## src/rtl/bert_pkg.sv

```systemverilog
package bert_pkg;
  typedef enum logic {
    ST_HUNT   = 1'b0,
    ST_LOCKED = 1'b1
  } lock_state_e;
endpackage

```

## src/rtl/bert_sync_tracker.sv

```systemverilog
module bert_sync_tracker
  import bert_pkg::*;
#(
  parameter int PAT_W    = 32,
  parameter int SYNC_RUN = 32,
  parameter int WIN_LEN  = 64,
  parameter int LOSS_ERR = 6
) (
  input  logic             clk,
  input  logic             rst,
  input  logic             bit_in,
  input  logic             bit_vld,
  input  logic [PAT_W-1:0] pattern,
  output logic             locked_o,
  output logic             miss_o,
  output logic             count_en_o
);
  localparam int PH_W  = $clog2(PAT_W);
  localparam int RUN_W = $clog2(SYNC_RUN + 1);
  localparam int WIN_W = $clog2(WIN_LEN);
  localparam int WE_W  = $clog2(LOSS_ERR + 1);

  lock_state_e      state;
  logic [PH_W-1:0]  phase;
  logic [RUN_W-1:0] run;
  logic [WIN_W-1:0] wpos;
  logic [WE_W-1:0]  werr;

  function automatic logic [PH_W-1:0] step_phase(input logic [PH_W-1:0] p, input logic two);
    logic [PH_W:0] t;
    t = {1'b0, p} + (two ? (PH_W+1)'(2) : (PH_W+1)'(1));
    if (t >= (PH_W+1)'(PAT_W)) t = t - (PH_W+1)'(PAT_W);
    return t[PH_W-1:0];
  endfunction

  assign miss_o     = bit_vld && (bit_in != pattern[phase]);
  assign count_en_o = bit_vld && (state == ST_LOCKED);
  assign locked_o   = (state == ST_LOCKED);

  always_ff @(posedge clk) begin
    if (rst) begin
      state <= ST_HUNT;
      phase <= '0;
      run   <= '0;
      wpos  <= '0;
      werr  <= '0;
    end else if (bit_vld) begin
      if (state == ST_HUNT) begin
        phase <= step_phase(phase, miss_o);
        if (miss_o) begin
          run <= '0;
        end else if (run == RUN_W'(SYNC_RUN - 1)) begin
          state <= ST_LOCKED;
          run   <= '0;
          wpos  <= '0;
          werr  <= '0;
        end else begin
          run <= run + 1'b1;
        end
      end else begin
        phase <= step_phase(phase, 1'b0);
        if (miss_o && werr == WE_W'(LOSS_ERR - 1)) begin
          state <= ST_HUNT;
          run   <= '0;
        end else if (wpos == WIN_W'(WIN_LEN - 1)) begin
          wpos <= '0;
          werr <= '0;
        end else begin
          wpos <= wpos + 1'b1;
          werr <= werr + WE_W'(miss_o);
        end
      end
    end
  end

  // the match run never reaches its limit while hunting
  p_run_short_r1: assert property (@(posedge clk) disable iff (rst)
    (state == ST_HUNT) |-> (run < RUN_W'(SYNC_RUN)));

  // a mismatch while hunting never yields lock
  p_miss_stays_hunt_r2: assert property (@(posedge clk) disable iff (rst)
    (state == ST_HUNT && miss_o) |=> (state == ST_HUNT));

  // a locked window never holds the loss threshold
  p_window_limit_r3: assert property (@(posedge clk) disable iff (rst)
    (state == ST_LOCKED) |-> (werr < WE_W'(LOSS_ERR)));
endmodule

```

## src/rtl/bert_counters.sv

```systemverilog
module bert_counters #(
  parameter int ERR_W = 24,
  parameter int BIT_W = 32
) (
  input  logic             clk,
  input  logic             rst,
  input  logic             count_en,
  input  logic             err_hit,
  input  logic             load_req,
  output logic [ERR_W-1:0] err_held_o,
  output logic [BIT_W-1:0] bit_held_o,
  output logic             err_ovf_o,
  output logic             bit_ovf_o
);
  localparam logic [ERR_W-1:0] ERR_MAX = '1;
  localparam logic [BIT_W-1:0] BIT_MAX = '1;

  logic [ERR_W-1:0] err_live;
  logic [BIT_W-1:0] bit_live;
  logic             err_inc;

  assign err_inc = count_en && err_hit;

  always_ff @(posedge clk) begin
    if (rst) begin
      err_live   <= '0;
      bit_live   <= '0;
      err_held_o <= '0;
      bit_held_o <= '0;
      err_ovf_o  <= 1'b0;
      bit_ovf_o  <= 1'b0;
    end else if (load_req) begin
      err_held_o <= err_live;
      bit_held_o <= bit_live;
      err_live   <= ERR_W'(err_inc);
      bit_live   <= BIT_W'(count_en);
      err_ovf_o  <= 1'b0;
      bit_ovf_o  <= 1'b0;
    end else begin
      if (count_en && bit_live != BIT_MAX) begin
        bit_live <= bit_live + 1'b1;
        if (bit_live == BIT_MAX - 1'b1) bit_ovf_o <= 1'b1;
      end
      if (err_inc && err_live != ERR_MAX) begin
        err_live <= err_live + 1'b1;
        if (err_live == ERR_MAX - 1'b1) err_ovf_o <= 1'b1;
      end
    end
  end

  // saturated error count does not wrap
  p_err_no_wrap_r6: assert property (@(posedge clk) disable iff (rst)
    (err_live == ERR_MAX && !load_req) |=> (err_live == ERR_MAX));

  // overflow flag only while the counter sits at its limit
  p_err_flag_at_max_r6: assert property (@(posedge clk) disable iff (rst)
    err_ovf_o |-> (err_live == ERR_MAX));

  // bit overflow flag is sticky until a load
  p_bit_ovf_sticky_r7: assert property (@(posedge clk) disable iff (rst)
    (bit_ovf_o && !load_req) |=> bit_ovf_o);
endmodule

```

## src/rtl/bert_run_detect.sv

```systemverilog
module bert_run_detect #(
  parameter int   RUN_LEN = 32,
  parameter logic MARK    = 1'b0
) (
  input  logic clk,
  input  logic rst,
  input  logic bit_in,
  input  logic bit_vld,
  output logic flag_o
);
  localparam int CW = $clog2(RUN_LEN + 1);

  logic [CW-1:0] cnt;

  always_ff @(posedge clk) begin
    if (rst) begin
      cnt    <= '0;
      flag_o <= 1'b0;
    end else if (bit_vld) begin
      if (bit_in == MARK) begin
        if (cnt != CW'(RUN_LEN)) cnt <= cnt + 1'b1;
        flag_o <= (cnt >= CW'(RUN_LEN - 1));
      end else begin
        cnt    <= '0;
        flag_o <= 1'b0;
      end
    end
  end

  // R8 (zeros instance) and R9 (ones instance): an opposite bit clears the flag
  p_run_break_r8: assert property (@(posedge clk) disable iff (rst)
    (bit_vld && bit_in != MARK) |=> !flag_o);
endmodule

```

## src/rtl/bert_rx_monitor.sv

```systemverilog
module bert_rx_monitor #(
  parameter int PAT_W    = 32,
  parameter int SYNC_RUN = 32,
  parameter int WIN_LEN  = 64,
  parameter int LOSS_ERR = 6,
  parameter int RUN_LEN  = 32,
  parameter int ERR_W    = 24,
  parameter int BIT_W    = 32
) (
  input  logic             clk,
  input  logic             rst,
  input  logic             rx_bit,
  input  logic             rx_valid,
  input  logic [PAT_W-1:0] ref_word,
  input  logic             load_lvl,
  output logic             sync_o,
  output logic             err_ovf_o,
  output logic             bit_ovf_o,
  output logic             all_zero_o,
  output logic             all_one_o,
  output logic [ERR_W-1:0] err_held_o,
  output logic [BIT_W-1:0] bit_held_o
);
  logic       load_s, load_q, load_req;
  logic       miss, count_en;
  logic [1:0] run_flag;

  always_ff @(posedge clk) begin
    if (rst) begin
      load_s <= 1'b0;
      load_q <= 1'b0;
    end else begin
      load_s <= load_lvl;
      load_q <= load_s;
    end
  end
  assign load_req = load_s ^ load_q;

  bert_sync_tracker #(
    .PAT_W(PAT_W), .SYNC_RUN(SYNC_RUN), .WIN_LEN(WIN_LEN), .LOSS_ERR(LOSS_ERR)
  ) u_track (
    .clk(clk), .rst(rst), .bit_in(rx_bit), .bit_vld(rx_valid), .pattern(ref_word),
    .locked_o(sync_o), .miss_o(miss), .count_en_o(count_en)
  );

  bert_counters #(.ERR_W(ERR_W), .BIT_W(BIT_W)) u_cnt (
    .clk(clk), .rst(rst), .count_en(count_en), .err_hit(miss), .load_req(load_req),
    .err_held_o(err_held_o), .bit_held_o(bit_held_o),
    .err_ovf_o(err_ovf_o), .bit_ovf_o(bit_ovf_o)
  );

  for (genvar g = 0; g < 2; g++) begin : g_run
    bert_run_detect #(.RUN_LEN(RUN_LEN), .MARK(g[0])) u_run (
      .clk(clk), .rst(rst), .bit_in(rx_bit), .bit_vld(rx_valid), .flag_o(run_flag[g])
    );
  end
  assign all_zero_o = run_flag[0];
  assign all_one_o  = run_flag[1];

  // a recognised load clears both overflow flags on the next cycle
  p_load_clears_r5: assert property (@(posedge clk) disable iff (rst)
    load_req |=> (!err_ovf_o && !bit_ovf_o));

  // the two run flags are never high together
  p_runs_exclusive_r9: assert property (@(posedge clk) disable iff (rst)
    !(all_zero_o && all_one_o));
endmodule

```

## config.mk

```make
export PLATFORM = sky130hd
export DESIGN_NAME = bert_rx_monitor
export DESIGN_NICKNAME = d
export VERILOG_FILES = /design/src/rtl/bert_pkg.sv /design/src/rtl/bert_sync_tracker.sv /design/src/rtl/bert_counters.sv /design/src/rtl/bert_run_detect.sv /design/src/rtl/bert_rx_monitor.sv
export SDC_FILE = /design/constraint.sdc
export NUM_CORES = 1
export LEC_CHECK = 0
export ABC_CLOCK_PERIOD_IN_PS = 8000
export BUFFER_PORTS_ARGS = -buffer_cell sky130_fd_sc_hd__buf_4
export CAP_MARGIN = 10
export CORE_UTILIZATION = 61
export DETAILED_ROUTE_END_ITERATION = 10
export PLACE_DENSITY = 0.87
export SETUP_SLACK_MARGIN = 0.1
export SYNTH_ARGS = -nofsm -noshare
export SYNTH_HDL_FRONTEND = slang
export SYNTH_SLANG_ARGS = --single-unit
export TNS_END_PERCENT = 5
```

## constraint.sdc

```tcl
create_clock -name clk -period 8 [get_ports clk]
set_clock_uncertainty 0.15 [all_clocks]
set_input_delay 0 -clock clk [delete_from_list [all_inputs] [get_ports clk]]
set_output_delay 0 -clock clk [all_outputs]
set_load 0.005 [all_outputs]
```

==> flow_metrics.env, run 1 <==
export IMPL_status="finished, final reports clean"
export IMPL_arrival_ns=4.01
export IMPL_synthDistinctLibCells=57
export IMPL_yosysMostFrequentCell="nand2_1"
export IMPL_synthTopCellsByArea="dfxtp_1 (45%), nand2_1 (8.6%), a21oi_1 (6.1%)"
export IMPL_nets=954
export IMPL_numCtsBuffers=17
export IMPL_finalWirelength_um=16350
export IMPL_crit_fanout=21
export IMPL_post_cts_resized=0
export IMPL_power_density_nw_per_um2=215.4
export IMPL_vias=6220
export IMPL_synth_cells=817
export IMPL_rsz0062_at_grt="no"
export IMPL_synthTopCellsByCount="nand2_1 (154), dfxtp_1 (151), a21oi_1 (83), nor2_1 (76), nand3_1 (33)"
export IMPL_path_cells="mux4_2, o2111ai_1, nand4_2, xnor2_1, buf_4, or3_1, ha_1, fa_1, nand4_1, xnor2_1, nor2_1"
export IMPL_dp_cells=1016
export IMPL_ys_ff_latch=151
export IMPL_layout_drive_gt1_share_pct=16.39
export IMPL_core_um2=10790
export IMPL_synth_edf_count=0
export IMPL_cpMostUsedCell="xnor2_1"
export IMPL_synth_flop_cell="dfxtp_1"
export IMPL_cts_sinks=151
export IMPL_initial_core_util_pct=62.59
export IMPL_antenna_cells=0
export IMPL_grt_pass1_vias=5974
export IMPL_setup_violations=0
export IMPL_portBuffers=97
export IMPL_ios=98
export IMPL_drtIter0Drc=404
export IMPL_period_share_pct=47.22
export IMPL_finalMaxSlewViolations=0
export IMPL_p_leak_nw=3.015
export IMPL_routedWlPerCell_um=15.49
export IMPL_cap_violations=0
export IMPL_critPathTopFamily="flip-flops"
export IMPL_drtAntennaViolNets=0
export IMPL_synth_avg_cell_area_um2=8.268
export IMPL_num_rows=38
export IMPL_path_clk_slew_ns=0.06
export IMPL_netlist_area_um2=6755
export IMPL_ys_seq_area_share_pct=44.75
export IMPL_grt_max_degree=92
export IMPL_clk_latency_ns=0.54
export IMPL_max_slew_worst_pin_slew_ns=1.079
export IMPL_utilization_pct=76.48
export IMPL_final_cell_count_no_fill=1055
export IMPL_critPathKind="reg2reg"
export IMPL_slew_limit_headroom_pct=28.06
export IMPL_grt_pass1_wl_um=27060
export IMPL_gp_congestion=0.8210
export IMPL_place_area_um2=7546
export IMPL_grt_remaining_overflow=0
export IMPL_crit_buf_inv=1
export IMPL_ir_drop_uv=187.3
export IMPL_synthArstFlopShare_pct=0
export IMPL_startpoint_type="flop"
export IMPL_antenna_found_initial=0
export IMPL_clock_path_buffers=2
export IMPL_hold_viol_final=0
export IMPL_cp_slowest_cell="dfxtp_1"
export IMPL_vias_per_cell=5.896
export IMPL_setup_slack_ns=4.222
export IMPL_synth_top_cell_by_area="dfxtp_1"
export IMPL_cts_tree="built"
export IMPL_dr_pass1_iters=7
export IMPL_dp_hpwl_um=10400
export IMPL_ff2ff_setup_slack_ns=4.22
export IMPL_yosys_warnings=0
export IMPL_worst_setup_path_end_kind="flop"
export IMPL_clockRootBuffer="clkbuf_8"
export IMPL_p_total_mw=1.778
export IMPL_fp_dieW_um=107.2
export IMPL_preCtsSetupSlack_ns=4.269
export IMPL_synth_top_area_share_pct=44.75
export IMPL_max_freq_mhz=264.7
export IMPL_cts_setup_buffers=0
export IMPL_min_period_ns=3.778
export IMPL_holdWs_ns=0.2311
export IMPL_syn_nets=869
export IMPL_ctsHoldBuffers=7
export IMPL_tns_ns=0
export IMPL_slowest_delay_ns=0.75
export IMPL_cp_required_ns=8.24
export IMPL_die_h_um=107.2
export IMPL_hold_class="in2reg"
export IMPL_drc_errors=0
export IMPL_grtUsageTotal_pct=29.62
export IMPL_synthToLayoutAreaGrowth_pct=22.19
export IMPL_cts_max_level=4
export IMPL_fin_area_um2=8254
export IMPL_dieArea_um2=11500
[cells in the final DEF (no fill, tap or decap), types with 3 or more instances in the layout]
| master | synthesis | layout |
|---|---|---|
| and3_1 | 11 | 11 |
| xor2_1 | 23 | 22 |
| o21ai_0 | 16 | 16 |
| or2_2 | 3 | 3 |
| dlygate4sd3_1 | 0 | 7 |
| xnor2_1 | 30 | 29 |
| nand2_1 | 154 | 154 |
| nand4_1 | 20 | 20 |
| dfxtp_1 | 151 | 151 |
| ha_1 | 14 | 14 |
| or3_1 | 13 | 13 |
| nor4_1 | 3 | 3 |
| mux4_2 | 4 | 4 |
| and2_1 | 7 | 7 |
| mux2i_1 | 10 | 10 |
| inv_1 | 27 | 27 |
| or4_1 | 3 | 3 |
| a22oi_1 | 4 | 4 |
| a31oi_1 | 8 | 8 |
| nand2b_1 | 5 | 4 |
| o2111ai_1 | 4 | 4 |
| clkbuf_16 | 0 | 16 |
| nor3_1 | 16 | 16 |
| bufinv_16 | 0 | 4 |
| nand3b_1 | 4 | 4 |
| and4_1 | 10 | 10 |
| nand3_1 | 33 | 33 |
| buf_4 | 2 | 100 |
| nor2_1 | 76 | 76 |
| nor2b_1 | 6 | 6 |
| clkbuf_8 | 0 | 5 |
| a21oi_1 | 83 | 83 |
[tightest hold or removal path, stage by stage]
cell	delay, ns
dlygate4sd3_1	0.54
buf_4	0.17
a31oi_1	0.09
nor2_1	0.08
[cells by family after synthesis]
family | synth area share (%)
flip-flops | 44.75
AND/OR/NAND/NOR | 26.02
XOR/XNOR | 7.112
buffers and inverters | 3.927
AO/OA/AOI/OAI | 12.32
adder cells (fa/ha/maj) | 2.889
multiplexers | 2.982
[power by group]
part | internal, mW | switching [mW] | total (mW)
sequential | 0.758 | 0.0161 | 0.774
combinational | 0.0575 | 0.0887 | 0.146
clock | 0.543 | 0.316 | 0.858
total | 1.36 | 0.420 | 1.78
[registers in the layout (all words and copies together) (netlist names), 2 cells and up]
| register | count |
|---|---|
| u_track.wpos | 6 |
| u_track.werr | 3 |
| u_cnt.bit_held_o | 32 |
| u_cnt.bit_live | 32 |
| g_run.u_run.flag_o | 2 |
| u_cnt.err_live | 24 |
| g_run.u_run.cnt | 12 |
| u_track.run | 6 |
| u_cnt.err_held_o | 24 |
| u_track.phase | 5 |
[cell type report]
type | count | area, um2
Clock buffer | 22 | 473.0
Clock inverter | 10 | 165.2
Fill cell | 738 | 2539
Inverter | 27 | 101.3
Multi-Input combinational cell | 598 | 3496
Sequential cell | 151 | 3023
Tap cell | 140 | 175.2
Timing Repair Buffer | 107 | 820.8
[path summary, 6_finish.rpt]
check	startpoint	endpoint	cells past startpoint
hold reg to reg	u_cnt.bit_held_o[12]$_SDFFE_PP0N_	u_cnt.bit_held_o[12]$_SDFFE_PP0N_	2
setup reg to reg	u_track.phase[1]$_SDFFE_PP0P_	u_track.phase[4]$_SDFFE_PP0P_	11
hold / removal	rx_bit	g_run[1].u_run.cnt[1]$_SDFFE_PP0P_	4
setup / recovery	u_track.phase[1]$_SDFFE_PP0P_	u_track.phase[4]$_SDFFE_PP0P_	11
[routing by layer]
metal	track usage [%]	up-vias	share of wire, %
li1	-	2988	-
met2	52.81	198	53
met3	6.201	42	4.3
met4	13.50	0	2.5
met5	0	-	0
met1	33.84	2992	41
(Power assumes the default switching activity.)
==> inputs of run 2 (changes only) <==
Settings changed: ABC_CLOCK_PERIOD_IN_PS 8000 to 3200, CORE_UTILIZATION 61 to 52, PLACE_DENSITY 0.87 to 0.79.
Clock period 8 ns to 3.2 ns, I/O delays scaled along.
==> flow_metrics.env, run 2 (synthesis gave the netlist of run 1 again) <==
export IMPL_final_common_cell="nand2_1"
export IMPL_cp_required_ns=3.34
export IMPL_clk_latency_ns=0.42
export IMPL_antenna_found_initial=0
export IMPL_layout_drive_gt1_share_pct=18.55
export IMPL_hold_viol_final=0
export IMPL_cp_slowest_cell="mux4_2"
export IMPL_dr_pass1_iters=5
export IMPL_portBuffers=97
export IMPL_reg_top3="u_cnt.bit_held_o: 32 flops, u_cnt.bit_live: 32 flops"
export IMPL_max_slew_worst_pin_slew_ns=0.7244
export IMPL_core_um2=12620
export IMPL_path_cells="mux4_2, o2111ai_2, nand4_2, xnor2_2, or3_4, ha_2, fa_1, nand2_1, xor2_1, nor2_1"
export IMPL_worst_setup_path_end_kind="flop"
export IMPL_dieArea_um2=13450
export IMPL_drtIter0Drc=349
export IMPL_rr_worst_depth=10
export IMPL_rsz0062_at_grt="no"
export IMPL_grt_pass1_wl_um=24610
export IMPL_routedWlPerCell_um=13.38
export IMPL_cts_tree="built"
export IMPL_path_clk_slew_ns=0.06
export IMPL_fillCellCount=1076
export IMPL_holdPathStages=2
export IMPL_clockRootBuffer="clkbuf_16"
export IMPL_gp_congestion=0.8321
export IMPL_ir_drop_uv=339.4
export IMPL_vias=5849
export IMPL_critPathTopFamily="simple AND/OR/NAND/NOR gates"
export IMPL_slew_limit_headroom_pct=51.71
export IMPL_status="finished, final reports clean"
export IMPL_max_freq_mhz=338.6
export IMPL_startpoint_type="flop"
export IMPL_p_leak_nw=3.070
export IMPL_finalWirelength_um=14700
export IMPL_holdWs_ns=0.2987
export IMPL_setup_violations=0
export IMPL_crit_fanout=6
export IMPL_ios=98
export IMPL_initial_core_util_pct=53.53
export IMPL_numCtsBuffers=17
export IMPL_holdCritStartpoint="u_cnt.bit_held_o[30]$_SDFFE_PP0N_"
export IMPL_grt_remaining_overflow=0
export IMPL_antenna_cells=0
export IMPL_ff2ff_setup_slack_ns=0.25
export IMPL_drc_errors=0
export IMPL_power_density_nw_per_um2=526.6
export IMPL_grtUsageTotal_pct=23.18
export IMPL_grt_pass1_vias=5420
export IMPL_cts_max_level=4
export IMPL_vias_per_cell=5.322
export IMPL_slowest_delay_ns=0.52
export IMPL_arrival_ns=3.09
export IMPL_r2r_end="u_track.phase[2]$_SDFFE_PP0P_"
export IMPL_min_period_ns=2.954
export IMPL_die_h_um=116.0
export IMPL_grt_max_degree=59
export IMPL_dp_hpwl_um=9779
export IMPL_layout_common_cells="nand2_1 (154), dfxtp_1 (149), buf_4 (114)"
export IMPL_drtAntennaViolNets=0
export IMPL_clock_path_buffers=2
export IMPL_critPathKind="reg2reg"
export IMPL_finalMaxSlewViolations=0
export IMPL_num_rows=41
export IMPL_tns_ns=0
export IMPL_fp_dieW_um=116.0
export IMPL_synthToLayoutAreaGrowth_pct=24.50
export IMPL_crit_buf_inv=0
export IMPL_period_share_pct=92.30
export IMPL_nets=966
export IMPL_hold_class="reg2reg"
export IMPL_hold_path_end="u_cnt.bit_held_o[30]$_SDFFE_PP0N_"
export IMPL_cap_violations=0
export IMPL_cts_sinks=151
export IMPL_reg2reg_from="u_track.phase[1]$_SDFFE_PP0P_"
==> run 2: cell types whose count changed in the layout (fill, tap and decap cells not counted), moves of 3 or more <==
| cell | previous run | this run |
|---|---|---|
| clkinvlp_4 | 0 | 3 |
| o2111ai_1 | 4 | 0 |
| clkbuf_8 | 5 | 1 |
| buf_4 | 100 | 114 |
| o2111ai_2 | 0 | 4 |
==> run 2: power breakdown <==
| part | switching [mW] | internal (mW) | total (mW) |
|---|---|---|---|
| Clock | 0.766 | 1.32 | 2.09 |
| Combinational | 0.245 | 0.173 | 0.418 |
| Sequential | 0.0254 | 1.90 | 1.92 |
| Total | 1.04 | 3.39 | 4.43 |
==> run 2: worst max-delay path by stage <==
stage / slack (ns) / depth (start not counted) / start / endpoint
after global routing: 0.10 / 8 / u_track.phase[1]$_SDFFE_PP0P_ / u_cnt.err_live[13]$_SDFFE_PP0P_
final: 0.25 / 10 / u_track.phase[1]$_SDFFE_PP0P_ / u_track.phase[2]$_SDFFE_PP0P_
after detailed placement: 0.05 / 10 / u_track.phase[1]$_SDFFE_PP0P_ / u_track.phase[2]$_SDFFE_PP0P_
after CTS: 0.13 / 10 / u_track.phase[1]$_SDFFE_PP0P_ / u_track.phase[2]$_SDFFE_PP0P_
after global placement: 0.13 / 10 / u_track.phase[1]$_SDFFE_PP0P_ / u_track.phase[2]$_SDFFE_PP0P_
after floorplan: -0.09 / 13 / u_track.phase[1]$_SDFFE_PP0P_ / u_track.phase[4]$_SDFFE_PP0P_
==> run 2: final cells by class <==
cell class / count / area, um2 / area share, %
flip-flops and latches: 151 / 3030 / 36.03
multi-input cells: 598 / 3536 / 42.04
inverters: 27 / 101.3 / 1.205
repair buffers: 119 / 905.9 / 10.77
clock buffers: 20 / 446.7 / 5.311
well taps: 172 / 215.2 / 2.559
clock inverters: 12 / 175.2 / 2.083
==> run 2: per-layer routing <==
metal | track usage [%] | part of all wire [%] | vias up
li1 | - | - | 3010
met1 | 28.35 | 45 | 2720
met2 | 39.09 | 50 | 93
met3 | 4.759 | 3.3 | 26
met4 | 10.94 | 2.1 | 0
met5 | 0 | 0 | -
==> run 2: repair_timing <==
| item | 4_1_cts | 5_1_grt |
|---|---|---|
| endpoints found under the setup margin | 3 | 5 |
| hold endpoints to repair | 55 | 0 |
| setup buffers | 2 | 1 |
| pin swaps | 0 | 2 |
| resized for setup | 1 | 4 |
| hold buffers | 5 | 0 |
==> run 2: worst register-to-register path: cells and delay by family, from the launching register on <==
family	cells	cell delay (ns)
xor+xnor	2	0.34
mux	1	0.52
compound gates	1	0.20
flops	1	0.39
simple gates	4	0.66
fa+ha+maj	2	0.58
==> run 2: stage by stage <==
step	util, %	setup WS [ns]	power, mW	instance area (um2)	cells
detailed placement	60.98	0.04746	2.351	7695	1059
floorplan	-	-0.09015	2.256	6794	817
finish	66.65	0.2465	4.429	8411	1099
global route	66.65	0.1028	4.592	8411	1099
CTS	66.43	0.1318	4.448	8383	1098
global placement	60.98	0.1280	2.342	7695	1059
==> inputs of run 3 (changes only) <==
Settings changed: ABC_CLOCK_PERIOD_IN_PS 3200 to 3800, CORE_UTILIZATION 52 to 61, PLACE_DENSITY 0.79 to 0.87.
Clock period 3.2 ns to 3.8 ns, I/O delays scaled along.
==> flow_metrics.env, run 3 (synthesis gave the netlist of run 1 again) <==
export IMPL_p_leak_nw=2.964
export IMPL_slowest_delay_ns=0.58
export IMPL_place_area_um2=7569
export IMPL_grt_pass1_vias=6133
export IMPL_reg_top3="u_cnt.bit_held_o: 32 flops, u_cnt.bit_live: 32 flops"
export IMPL_ios=98
export IMPL_num_rows=38
export IMPL_grt_pass1_wl_um=27410
export IMPL_antenna_found_initial=0
export IMPL_min_period_ns=3.379
export IMPL_path_clk_slew_ns=0.06
export IMPL_p_total_mw=3.509
export IMPL_ff2ff_setup_slack_ns=0.42
export IMPL_max_freq_mhz=296.0
export IMPL_dr_pass1_iters=8
export IMPL_status="finished with violations"
export IMPL_dp_hpwl_um=10630
export IMPL_layout_drive_gt1_share_pct=16.56
export IMPL_tns_ns=0
export IMPL_clockRootBuffer="clkbuf_8"
export IMPL_fillCellCount=758
export IMPL_ir_drop_uv=266.2
export IMPL_drc_errors=1
export IMPL_max_slew_worst_pin_slew_ns=0.8980
export IMPL_finalMaxSlewViolations=0
export IMPL_multi_input_area_um2=3496
export IMPL_die_h_um=107.2
export IMPL_cap_violations=0
export IMPL_core_um2=10790
export IMPL_initial_core_util_pct=62.59
export IMPL_crit_fanout=8
export IMPL_clock_path_buffers=2
export IMPL_grt_max_degree=92
export IMPL_gp_congestion=0.8398
export IMPL_setup_violations=0
export IMPL_drtAntennaViolNets=0
export IMPL_cts_sinks=151
export IMPL_violations="design-rule violations"
export IMPL_fp_dieW_um=107.2
export IMPL_cts_setup_buffers=0
export IMPL_grtUsageTotal_pct=29.99
export IMPL_worst_setup_path_end_kind="flop"
export IMPL_period_share_pct=88.91
export IMPL_layout_common_cells="nand2_1 (154), dfxtp_1 (151), buf_4 (103)"
export IMPL_vias=6225
export IMPL_cpMostUsedCell="xnor2_1"
export IMPL_portBuffers=97
export IMPL_drtIter0Drc=448
export IMPL_cts_tree="built"
export IMPL_clk_latency_ns=0.54
export IMPL_rsz0062_at_grt="no"
export IMPL_setup_slack_ns=0.4214
export IMPL_startpoint_type="flop"
export IMPL_nets=957
export IMPL_vias_per_cell=5.884
export IMPL_hold_viol_final=0
export IMPL_arrival_ns=3.62
export IMPL_final_common_cell="nand2_1"
export IMPL_fin_area_um2=8183
export IMPL_routedWlPerCell_um=15.41
export IMPL_power_density_nw_per_um2=428.9
export IMPL_hold_class="in2reg"
export IMPL_slew_limit_headroom_pct=40.13
export IMPL_dieArea_um2=11500
export IMPL_synthToLayoutAreaGrowth_pct=21.13
export IMPL_antenna_cells=0
export IMPL_critPathKind="reg2reg"
export IMPL_path_cells="mux4_2, o2111ai_1, nand4_2, xnor2_1, or3_1, ha_1, fa_1, nand4_1, xnor2_1, nor2_1"
export IMPL_grt_remaining_overflow=0
export IMPL_numCtsBuffers=17
export IMPL_preCtsSetupSlack_ns=0.4294
export IMPL_cp_required_ns=4.04
export IMPL_cp_slowest_cell="dfxtp_1"
export IMPL_finalWirelength_um=16310
export IMPL_cts_max_level=4
export IMPL_seqCellArea_um2=3023
## run 3: changes by cell type in the layout (fill, tap and decap cells not counted), moves of 3 or more
cell | previous run | this run
buf_4 | 114 | 103
bufinv_16 | 4 | 1
clkinvlp_4 | 3 | 6
o2111ai_1 | 0 | 4
o2111ai_2 | 4 | 0
## run 3: final cells by class
type | count | share of cell area [%]
tap | 140 | 2.141
inverter | 27 | 1.239
timing repair buffer | 110 | 10.31
sequential | 151 | 36.94
clock buffer | 19 | 5.153
clock inverter | 13 | 1.498
multi-input combinational | 598 | 42.72
## run 3: worst paths after layout
check	from	endpoint	cells after the start
worst max-delay path	u_track.phase[1]$_SDFFE_PP0P_	u_track.phase[4]$_SDFFE_PP0P_	10
worst min register to register	u_cnt.bit_held_o[18]$_SDFFE_PP0N_	u_cnt.bit_held_o[18]$_SDFFE_PP0N_	2
worst max register to register	u_track.phase[1]$_SDFFE_PP0P_	u_track.phase[4]$_SDFFE_PP0P_	10
worst min-delay path	ref_word[1]	u_cnt.err_live[0]$_SDFFE_PP0P_	7
## run 3: layer usage
layer | track usage [%] | vias up | wire length (um)
met2 | 53.92 | 207 | 8625
li1 | - | 2990 | -
met3 | 6.809 | 58 | 735
met5 | 0 | - | 0
met1 | 33.41 | 2970 | 6453
met4 | 13.99 | 0 | 491
## run 3: power breakdown
part           internal [mW]  switching (mW)  leakage [nW]  total (mW)
logic                  0.127           0.196          1.50       0.322
clock network          0.875           0.688         0.249        1.56
registers               1.59          0.0286          1.22        1.62
## run 3: stage by stage
| stage | hold slack (ns) | instances | util (%) |
|---|---|---|---|
| floorplan | -0.02182 | 817 | - |
| global placement | 0.07301 | 1019 | 70.13 |
| detailed placement | 0.07581 | 1019 | 70.13 |
| CTS | 0.2195 | 1058 | 75.82 |
| global route | 0.2512 | 1058 | 75.82 |
| finish | 0.2393 | 1058 | 75.82 |
## run 3: critical path, delay by kind of cell, from the launching register on
family,cells,cell delay [ns]
fa+ha+maj,2,0.61
xor+xnor,2,0.34
flops,1,0.58
mux,1,0.57
simple gates,4,0.73
compound gates,1,0.25
## run 3: timing repair
item / 4_1_cts / 5_1_grt
hold buffers: 7 / 0
endpoints found under the hold margin: 91 / 0
gates resized for setup: 0 / 0
endpoints found under the setup margin: 0 / 0
